### src/rtl/lcd_pix_pkg.sv
package lcd_pix_pkg;

    // Pixel-clock phase states. Bit 1 of the encoding is the clock level itself.
    typedef enum logic [1:0] {
        PC_IDLE = 2'b00,
        PC_LOW  = 2'b01,
        PC_HIGH = 2'b10
    } pclk_state_e;

    // AC-bias counter states: FRESH uses the live count, RUN uses the latched one.
    typedef enum logic {
        AC_FRESH = 1'b0,
        AC_RUN   = 1'b1
    } acb_state_e;

    typedef struct packed {
        logic inv_oe;
        logic inv_pc;
        logic inv_lp;
        logic inv_fp;
    } pol_t;

endpackage

### src/rtl/lcd_pclk_gen.sv
module lcd_pclk_gen
    import lcd_pix_pkg::*;
#(
    parameter int DIV_W = 5
) (
    input  logic             clk,
    input  logic             rst_n,
    input  logic             tick_i,
    input  logic [DIV_W-1:0] div_i,
    output logic             pclk_o,
    output logic             rise_ev_o,
    output logic             fall_ev_o
);

    localparam int RW = DIV_W + 1;

    pclk_state_e     state_q, state_n;
    logic [RW-1:0]   ph_q, ph_n;
    logic [RW-1:0]   ratio_q, ratio_n;
    logic [RW-1:0]   ratio_live;
    logic [RW:0]     hi_len_w;
    logic [RW-1:0]   hi_last, lo_last;

    assign ratio_live = RW'(div_i) + RW'(2);
    assign hi_len_w   = ({1'b0, ratio_q} + (RW+1)'(1)) >> 1;
    assign hi_last    = hi_len_w[RW-1:0] - RW'(1);
    assign lo_last    = (ratio_q >> 1) - RW'(1);

    // Next-state logic
    always_comb begin
        state_n   = state_q;
        ph_n      = ph_q;
        ratio_n   = ratio_q;
        rise_ev_o = 1'b0;
        fall_ev_o = 1'b0;
        unique case (state_q)
            PC_IDLE: begin
                if (tick_i) begin
                    state_n   = PC_HIGH;
                    ph_n      = '0;
                    ratio_n   = ratio_live;
                    rise_ev_o = 1'b1;
                end
            end
            PC_HIGH: begin
                if (tick_i) begin
                    if (ph_q == hi_last) begin
                        state_n   = PC_LOW;
                        ph_n      = '0;
                        fall_ev_o = 1'b1;
                    end else begin
                        ph_n = ph_q + RW'(1);
                    end
                end
            end
            PC_LOW: begin
                if (tick_i) begin
                    if (ph_q == lo_last) begin
                        state_n   = PC_HIGH;
                        ph_n      = '0;
                        ratio_n   = ratio_live;
                        rise_ev_o = 1'b1;
                    end else begin
                        ph_n = ph_q + RW'(1);
                    end
                end
            end
            default: begin
                state_n = PC_IDLE;
                ph_n    = '0;
            end
        endcase
    end

    // State register
    always_ff @(posedge clk or negedge rst_n) begin
        if (!rst_n) begin
            state_q <= PC_IDLE;
            ph_q    <= '0;
            ratio_q <= RW'(2);
        end else begin
            state_q <= state_n;
            ph_q    <= ph_n;
            ratio_q <= ratio_n;
        end
    end

    // Output: clock level taken straight from one state flop bit, so it cannot glitch
    always_comb begin
        pclk_o = state_q[1];
    end

endmodule

### src/rtl/lcd_acb_ctr.sv
module lcd_acb_ctr
    import lcd_pix_pkg::*;
#(
    parameter int ACB_W = 5
) (
    input  logic             clk,
    input  logic             rst_n,
    input  logic             line_rise_i,
    input  logic [ACB_W-1:0] acb_i,
    output logic             toggle_o
);

    acb_state_e       state_q, state_n;
    logic [ACB_W-1:0] cnt_q, cnt_n;
    logic [ACB_W-1:0] lim_q, lim_n;
    logic             tog_q, tog_n;
    logic [ACB_W-1:0] lim_use;

    always_comb begin
        state_n = state_q;
        cnt_n   = cnt_q;
        lim_n   = lim_q;
        tog_n   = tog_q;
        lim_use = lim_q;
        unique case (state_q)
            AC_FRESH: lim_use = acb_i;
            AC_RUN:   lim_use = lim_q;
            default:  lim_use = acb_i;
        endcase
        if (line_rise_i) begin
            if (cnt_q == lim_use) begin
                tog_n   = ~tog_q;
                cnt_n   = '0;
                lim_n   = acb_i;
                state_n = AC_RUN;
            end else begin
                cnt_n = cnt_q + ACB_W'(1);
            end
        end
    end

    always_ff @(posedge clk or negedge rst_n) begin
        if (!rst_n) begin
            state_q <= AC_FRESH;
            cnt_q   <= '0;
            lim_q   <= '0;
            tog_q   <= 1'b0;
        end else begin
            state_q <= state_n;
            cnt_q   <= cnt_n;
            lim_q   <= lim_n;
            tog_q   <= tog_n;
        end
    end

    always_comb begin
        toggle_o = tog_q;
    end

endmodule

### src/rtl/lcd_pin_cond.sv
module lcd_pin_cond
    import lcd_pix_pkg::*;
(
    input  logic clk,
    input  logic rst_n,
    input  pol_t pol_i,
    input  logic act_i,
    input  logic frame_raw_i,
    input  logic line_raw_i,
    input  logic de_raw_i,
    input  logic rise_ev_i,
    input  logic fall_ev_i,
    input  logic acb_tog_i,
    output logic line_rise_o,
    output logic frame_pin_o,
    output logic line_pin_o,
    output logic ac_pin_o,
    output logic launch_o
);

    logic fp_q, lp_q, de_q, launch_q;
    logic launch_d;

    // Launch on the chosen edge, gated by the data enable in active mode
    assign launch_d    = (pol_i.inv_pc ? fall_ev_i : rise_ev_i) && (!act_i || de_raw_i);
    assign line_rise_o = line_raw_i && !lp_q;

    always_ff @(posedge clk or negedge rst_n) begin
        if (!rst_n) begin
            fp_q     <= 1'b0;
            lp_q     <= 1'b0;
            de_q     <= 1'b0;
            launch_q <= 1'b0;
        end else begin
            fp_q     <= frame_raw_i;
            lp_q     <= line_raw_i;
            de_q     <= de_raw_i;
            launch_q <= launch_d;
        end
    end

    always_comb begin
        frame_pin_o = fp_q ^ pol_i.inv_fp;
        line_pin_o  = lp_q ^ pol_i.inv_lp;
        ac_pin_o    = act_i ? (de_q ^ pol_i.inv_oe) : acb_tog_i;
        launch_o    = launch_q;
    end

endmodule

### src/rtl/lcd_pixclk_ctl.sv
module lcd_pixclk_ctl
    import lcd_pix_pkg::*;
#(
    parameter int DIV_W = 5,
    parameter int ACB_W = 5,
    localparam int SRC_BIT = DIV_W,
    localparam int ACB_LSB = DIV_W + 1,
    localparam int IFP_BIT = ACB_LSB + ACB_W,
    localparam int ILP_BIT = IFP_BIT + 1,
    localparam int IPC_BIT = IFP_BIT + 2,
    localparam int IOE_BIT = IFP_BIT + 3,
    localparam int CFG_W   = IOE_BIT + 1
) (
    input  logic             clk,
    input  logic             rst_n,
    input  logic [CFG_W-1:0] cfg_i,
    input  logic             disp_active_i,
    input  logic             ce_dma_i,
    input  logic             ce_vga_i,
    input  logic             frame_raw_i,
    input  logic             line_raw_i,
    input  logic             de_raw_i,
    output logic             pclk_o,
    output logic             launch_o,
    output logic             frame_pin_o,
    output logic             line_pin_o,
    output logic             ac_pin_o
);

    logic tick;
    logic rise_ev, fall_ev;
    logic line_rise;
    logic acb_tog;
    pol_t pol;

    assign tick       = cfg_i[SRC_BIT] ? ce_vga_i : ce_dma_i;
    assign pol.inv_fp = cfg_i[IFP_BIT];
    assign pol.inv_lp = cfg_i[ILP_BIT];
    assign pol.inv_pc = cfg_i[IPC_BIT];
    assign pol.inv_oe = cfg_i[IOE_BIT];

    lcd_pclk_gen #(.DIV_W(DIV_W)) u_gen (
        .clk       (clk),
        .rst_n     (rst_n),
        .tick_i    (tick),
        .div_i     (cfg_i[DIV_W-1:0]),
        .pclk_o    (pclk_o),
        .rise_ev_o (rise_ev),
        .fall_ev_o (fall_ev)
    );

    lcd_acb_ctr #(.ACB_W(ACB_W)) u_acb (
        .clk         (clk),
        .rst_n       (rst_n),
        .line_rise_i (line_rise),
        .acb_i       (cfg_i[ACB_LSB +: ACB_W]),
        .toggle_o    (acb_tog)
    );

    lcd_pin_cond u_pins (
        .clk         (clk),
        .rst_n       (rst_n),
        .pol_i       (pol),
        .act_i       (disp_active_i),
        .frame_raw_i (frame_raw_i),
        .line_raw_i  (line_raw_i),
        .de_raw_i    (de_raw_i),
        .rise_ev_i   (rise_ev),
        .fall_ev_i   (fall_ev),
        .acb_tog_i   (acb_tog),
        .line_rise_o (line_rise),
        .frame_pin_o (frame_pin_o),
        .line_pin_o  (line_pin_o),
        .ac_pin_o    (ac_pin_o),
        .launch_o    (launch_o)
    );

endmodule

### config.mk
export PLATFORM = sky130hd
export DESIGN_NAME = lcd_pixclk_ctl
export DESIGN_NICKNAME = d
export VERILOG_FILES = /design/src/rtl/lcd_pix_pkg.sv /design/src/rtl/lcd_pclk_gen.sv /design/src/rtl/lcd_acb_ctr.sv /design/src/rtl/lcd_pin_cond.sv /design/src/rtl/lcd_pixclk_ctl.sv
export SDC_FILE = /design/constraint.sdc
export NUM_CORES = 1
export LEC_CHECK = 0
export CAP_MARGIN = 20
export CORE_MARGIN = 3
export CORE_UTILIZATION = 40
export DETAILED_ROUTE_END_ITERATION = 12
export PLACE_DENSITY = 0.65
export REMOVE_ABC_BUFFERS = 1
export SYNTH_ARGS = -nofsm -noshare
export SYNTH_HDL_FRONTEND = slang
export SYNTH_SLANG_ARGS = --single-unit
### constraint.sdc
create_clock -name clk -period 2.8 [get_ports clk]
set_input_delay 0.56 -clock clk [delete_from_list [all_inputs] [get_ports clk]]
set_output_delay 0.56 -clock clk [all_outputs]
set_load 0.03 [all_outputs]
==> flow_results.org <==
** Detailed routing
- After detailed routing, the number of vias per cell comes to 5.14.
- First-pass detailed-route iteration total :: 4
- After the first detailed-routing iteration, the DRC count stood at 58.
- Across all layers, the routed design uses 1608 vias.
- Remaining DRCs :: 0
- Mean routed wirelength per cell :: 13.0 um
- Wires add up to 4080 um.
- In this run the remaining antenna-violating nets after routing total 0.

** Die
- In this run the horizontal extent of the chip is 78.7 um.
- The die covers 6200 um2.
- The floorplan step set the die height to 78.7 um.
- After floorplanning, the core was sized to cover 4910 um2.
- Floorplan row count :: 25
- Effective utilization at floorplan :: 0.431
- 28 I/O pins were placed.

** Yosys
- In the synthesized netlist, the number of instances is 211.
- Leading area contributor after synthesis :: sky130_fd_sc_hd__dfrtp_1
- Flip-flop and latch count after synthesis :: 30
- A synthesized cell averages 10.0 um2.
- Ranking of synthesized cells by area :: sky130_fd_sc_hd__dfrtp_1 34%, sky130_fd_sc_hd__ha_1 6.5%, sky130_fd_sc_hd__xnor2_1 4.6%
- Count of flip-flops with a built-in enable after synthesis :: 0
- After synthesis the cells add up to 2120 um2.
- Share of Yosys cell area claimed by the top area cell type :: 0.343
- Share of flip-flops with an asynchronous set or reset after synthesis :: 1.00
- Yosys Warn Count :: 0
- The share of the Yosys chip area taken by registers is 0.355.
- Among all flip-flop cells after synthesis, the most frequent one is sky130_fd_sc_hd__dfrtp_1.
- The netlist uses 59 different library cells.

** Final layout
- In the final layout, the share of cells above drive strength 1 is 0.163.
- 0 antenna diodes ended up in the layout.
- Area Overhead vs Synth :: 22.2%
- The filler cells instantiated in the layout total 462.
- Total number of nets in the final design :: 279

** Critical path
- The setup path with the least slack is of type reg -> reg.
- STA classifies the critical path endpoint as a flip-flop.
- Crit path DAT :: 2.91 ns
- Kind of launch point of the worst setup path :: flip-flop
- Of all nets on the critical path, the largest fanout is 6.
- CP Buf/Inv Count :: 0
- Cell family with most CP delay :: simple AND/OR/NAND/NOR gates
- Crit-path cells :: ha_1 -> a21boi_2 -> or4b_4 -> xnor2_1 -> o221a_1 -> or3_4 -> a211oi_2 -> a211o_1
- Cell with the biggest individual delay on the critical path :: sky130_fd_sc_hd__dfstp_2
- At the worst endpoint, the required time is 3.02 ns.
- Flop2flop setup slack :: 0.11 ns
- Delay of the slowest cell on the worst path :: 0.60 ns

** Clocking
- Clock-pin slew on the worst setup and hold paths :: 0.07 ns
- Clock latency of the later-clocked register in the worst-skew pair :: 0.28 ns
- In this run the clock root is driven by a sky130_fd_sc_hd__clkbuf_8.
- CTS H-tree depth :: 2
- Clock tree from TritonCTS :: yes
- Number of buffers on the longest clock path :: 2
- The clock drives 30 sinks.
- Number of buffers added by the clock tree synthesis step :: 5

** Placement
- Port Buffer Count :: 27
- HPWL Detailed :: 3090 um
- Post-placement worst setup slack :: -0.0235 ns
- Routability Congestion :: 0.798

** Power and ir drop
- Cell leakage power :: 0.00108 uW
- Maximum ir drop on the vdd rail :: 0.000412 V
- Power density normalized to cell area :: 971 nW/um2
- Overall power of the completed layout :: 2510 uW

** Timing
- Timing would allow up to 372 MHz.
- At the pin with the least slew margin, the transition time is 0.392 ns.
- Worst Clk Skew :: 0.00437 ns
- After routing, the total negative slack on setup checks comes to 0 ns.
- Number of slew-limit violations in the final report :: 0
- Fin worst setup slack :: 0.109 ns
- Setup repair after global routing left no endpoint under its margin.
- Min Clock Period, post-route :: 2.69 ns
- Hold is met by 0.480 ns.
- Of the available clock period, the critical path in the final layout requires 0.961.
- Relative max-transition margin :: 0.735
- Count of final setup violators :: 0
- The number of hold-slack violations in the final timing report was 0.

** Global routing
- The total overflow left after global routing is 0.
- Antenna violations before repair :: 0
- Entering global routing, the biggest net connects 31 pins.
- The first global-routing pass estimated 6880 um of wire.
- The via count of the first global-routing pass was 1537.
- In the global route stage, overall resource usage came out at 0.140.

** Run status
- The flow ran to the end, and the final reports show no timing, DRC or antenna violations.

** Worst hold path
- The tightest min-delay check is of the reg -> reg type.

** Flow run
- The tool flagged a number of max-cap violations equal to 0.
-- cells by family (layout without fill, tap and decap cells) --
family          after synthesis  in the layout  synth area share
simple gates                 73             73             0.196
compound gates               46             46             0.172
flops                        30             30             0.355
xor+xnor                     24             24             0.106
mux                          15             15            0.0763
buf+inv                      12             47            0.0290
fa+ha+maj                    11             11            0.0650
-- cell usage after synthesis, drive strengths merged, types with 6 or more instances --
library cell / n
nor2: 10
dfrtp: 29
nand2: 16
nor3: 6
mux2: 9
mux2i: 6
o21ai: 15
nand3: 11
nand2b: 6
ha: 11
xor2: 12
inv: 6
xnor2: 12
a21oi: 7
-- layout by cell type, fill, tap and decap left out, types with 3 or more instances in the layout --
master,instances
sky130_fd_sc_hd__nand2b_1,6
sky130_fd_sc_hd__xor2_1,11
sky130_fd_sc_hd__a21oi_1,7
sky130_fd_sc_hd__inv_1,6
sky130_fd_sc_hd__nor3_1,6
sky130_fd_sc_hd__nand2_1,14
sky130_fd_sc_hd__nand3_1,11
sky130_fd_sc_hd__o21ai_0,12
sky130_fd_sc_hd__mux2_2,8
sky130_fd_sc_hd__mux2i_1,6
sky130_fd_sc_hd__or3_1,3
sky130_fd_sc_hd__ha_1,9
sky130_fd_sc_hd__nor2_1,10
sky130_fd_sc_hd__clkdlybuf4s50_1,27
sky130_fd_sc_hd__clkbuf_8,6
sky130_fd_sc_hd__dfrtp_1,29
sky130_fd_sc_hd__a221o_1,3
sky130_fd_sc_hd__nand4_1,3
sky130_fd_sc_hd__xnor2_1,11
sky130_fd_sc_hd__buf_4,6
sky130_fd_sc_hd__nor2b_1,4
-- metrics by stage --
| stage | util | instances | cell area, um2 |
|---|---|---|---|
| 2_1_floorplan | - | 205 | 2080 |
| 3_5_place_dp | 0.503 | 304 | 2470 |
| 4_1_cts | 0.522 | 312 | 2560 |
| 3_3_place_gp | 0.503 | 304 | 2470 |
| 5_1_grt | 0.527 | 313 | 2590 |
| 6_report | 0.527 | 313 | 2590 |
-- flip-flops by register name (all words and copies together) (netlist names) --
register,cells
u_acb.state_q,1
u_gen.state_q,2
u_acb.lim_q,5
u_pins.de_q,1
u_acb.cnt_q,5
u_pins.launch_o,1
u_acb.toggle_o,1
u_pins.fp_q,1
u_gen.ratio_q,6
u_gen.ph_q,6
u_pins.lp_q,1
-- per-layer routing --
| metal | up-vias | global-route usage | share of wire |
|---|---|---|---|
| li1 | 829 | - | - |
| met1 | 750 | 0.179 | 0.49 |
| met2 | 25 | 0.225 | 0.46 |
| met3 | 4 | 0.0454 | 0.038 |
| met4 | 0 | 0.0420 | 0.011 |
| met5 | - | 0 | 0 |
-- where the power goes --
part	leakage, uW	total, uW	internal [uW]	switching (uW)
registers	0.000378	771	581	191
logic	0.000654	1380	692	685
clock network	0.0000482	362	198	164
-- path summary, 6_finish.rpt --
kind,to,startpoint,cells after the start
max in group asynchronous,u_gen.ratio_q[1],rst_n,2
max,u_gen.ph_q[5],u_gen.ratio_q[1],8
min,u_acb.toggle_o,u_acb.toggle_o,1
min reg2reg,u_acb.toggle_o,u_acb.toggle_o,1
max reg2reg,u_gen.ph_q[5],u_gen.ratio_q[1],8
min in group asynchronous,u_gen.state_q[0],rst_n,2
-- area by class of cell --
class | instances | area, um2 | area share
clock inverter | 1 | 5.00 | 0.00194
inverter | 6 | 22.5 | 0.00871
timing repair buffer | 33 | 315 | 0.122
clock buffer | 7 | 86.3 | 0.0334
multi-input combinational | 169 | 1320 | 0.511
tap | 67 | 83.8 | 0.0324
sequential | 30 | 752 | 0.291
-- repair_timing --
item,CTS,global route
gates resized for setup,1,3
cloned,0,0
endpoints found under the setup margin,3,8
pin swaps,0,1
hold buffers,0,0
buffers inserted,0,1
Power figures use the tool's default switching activity.
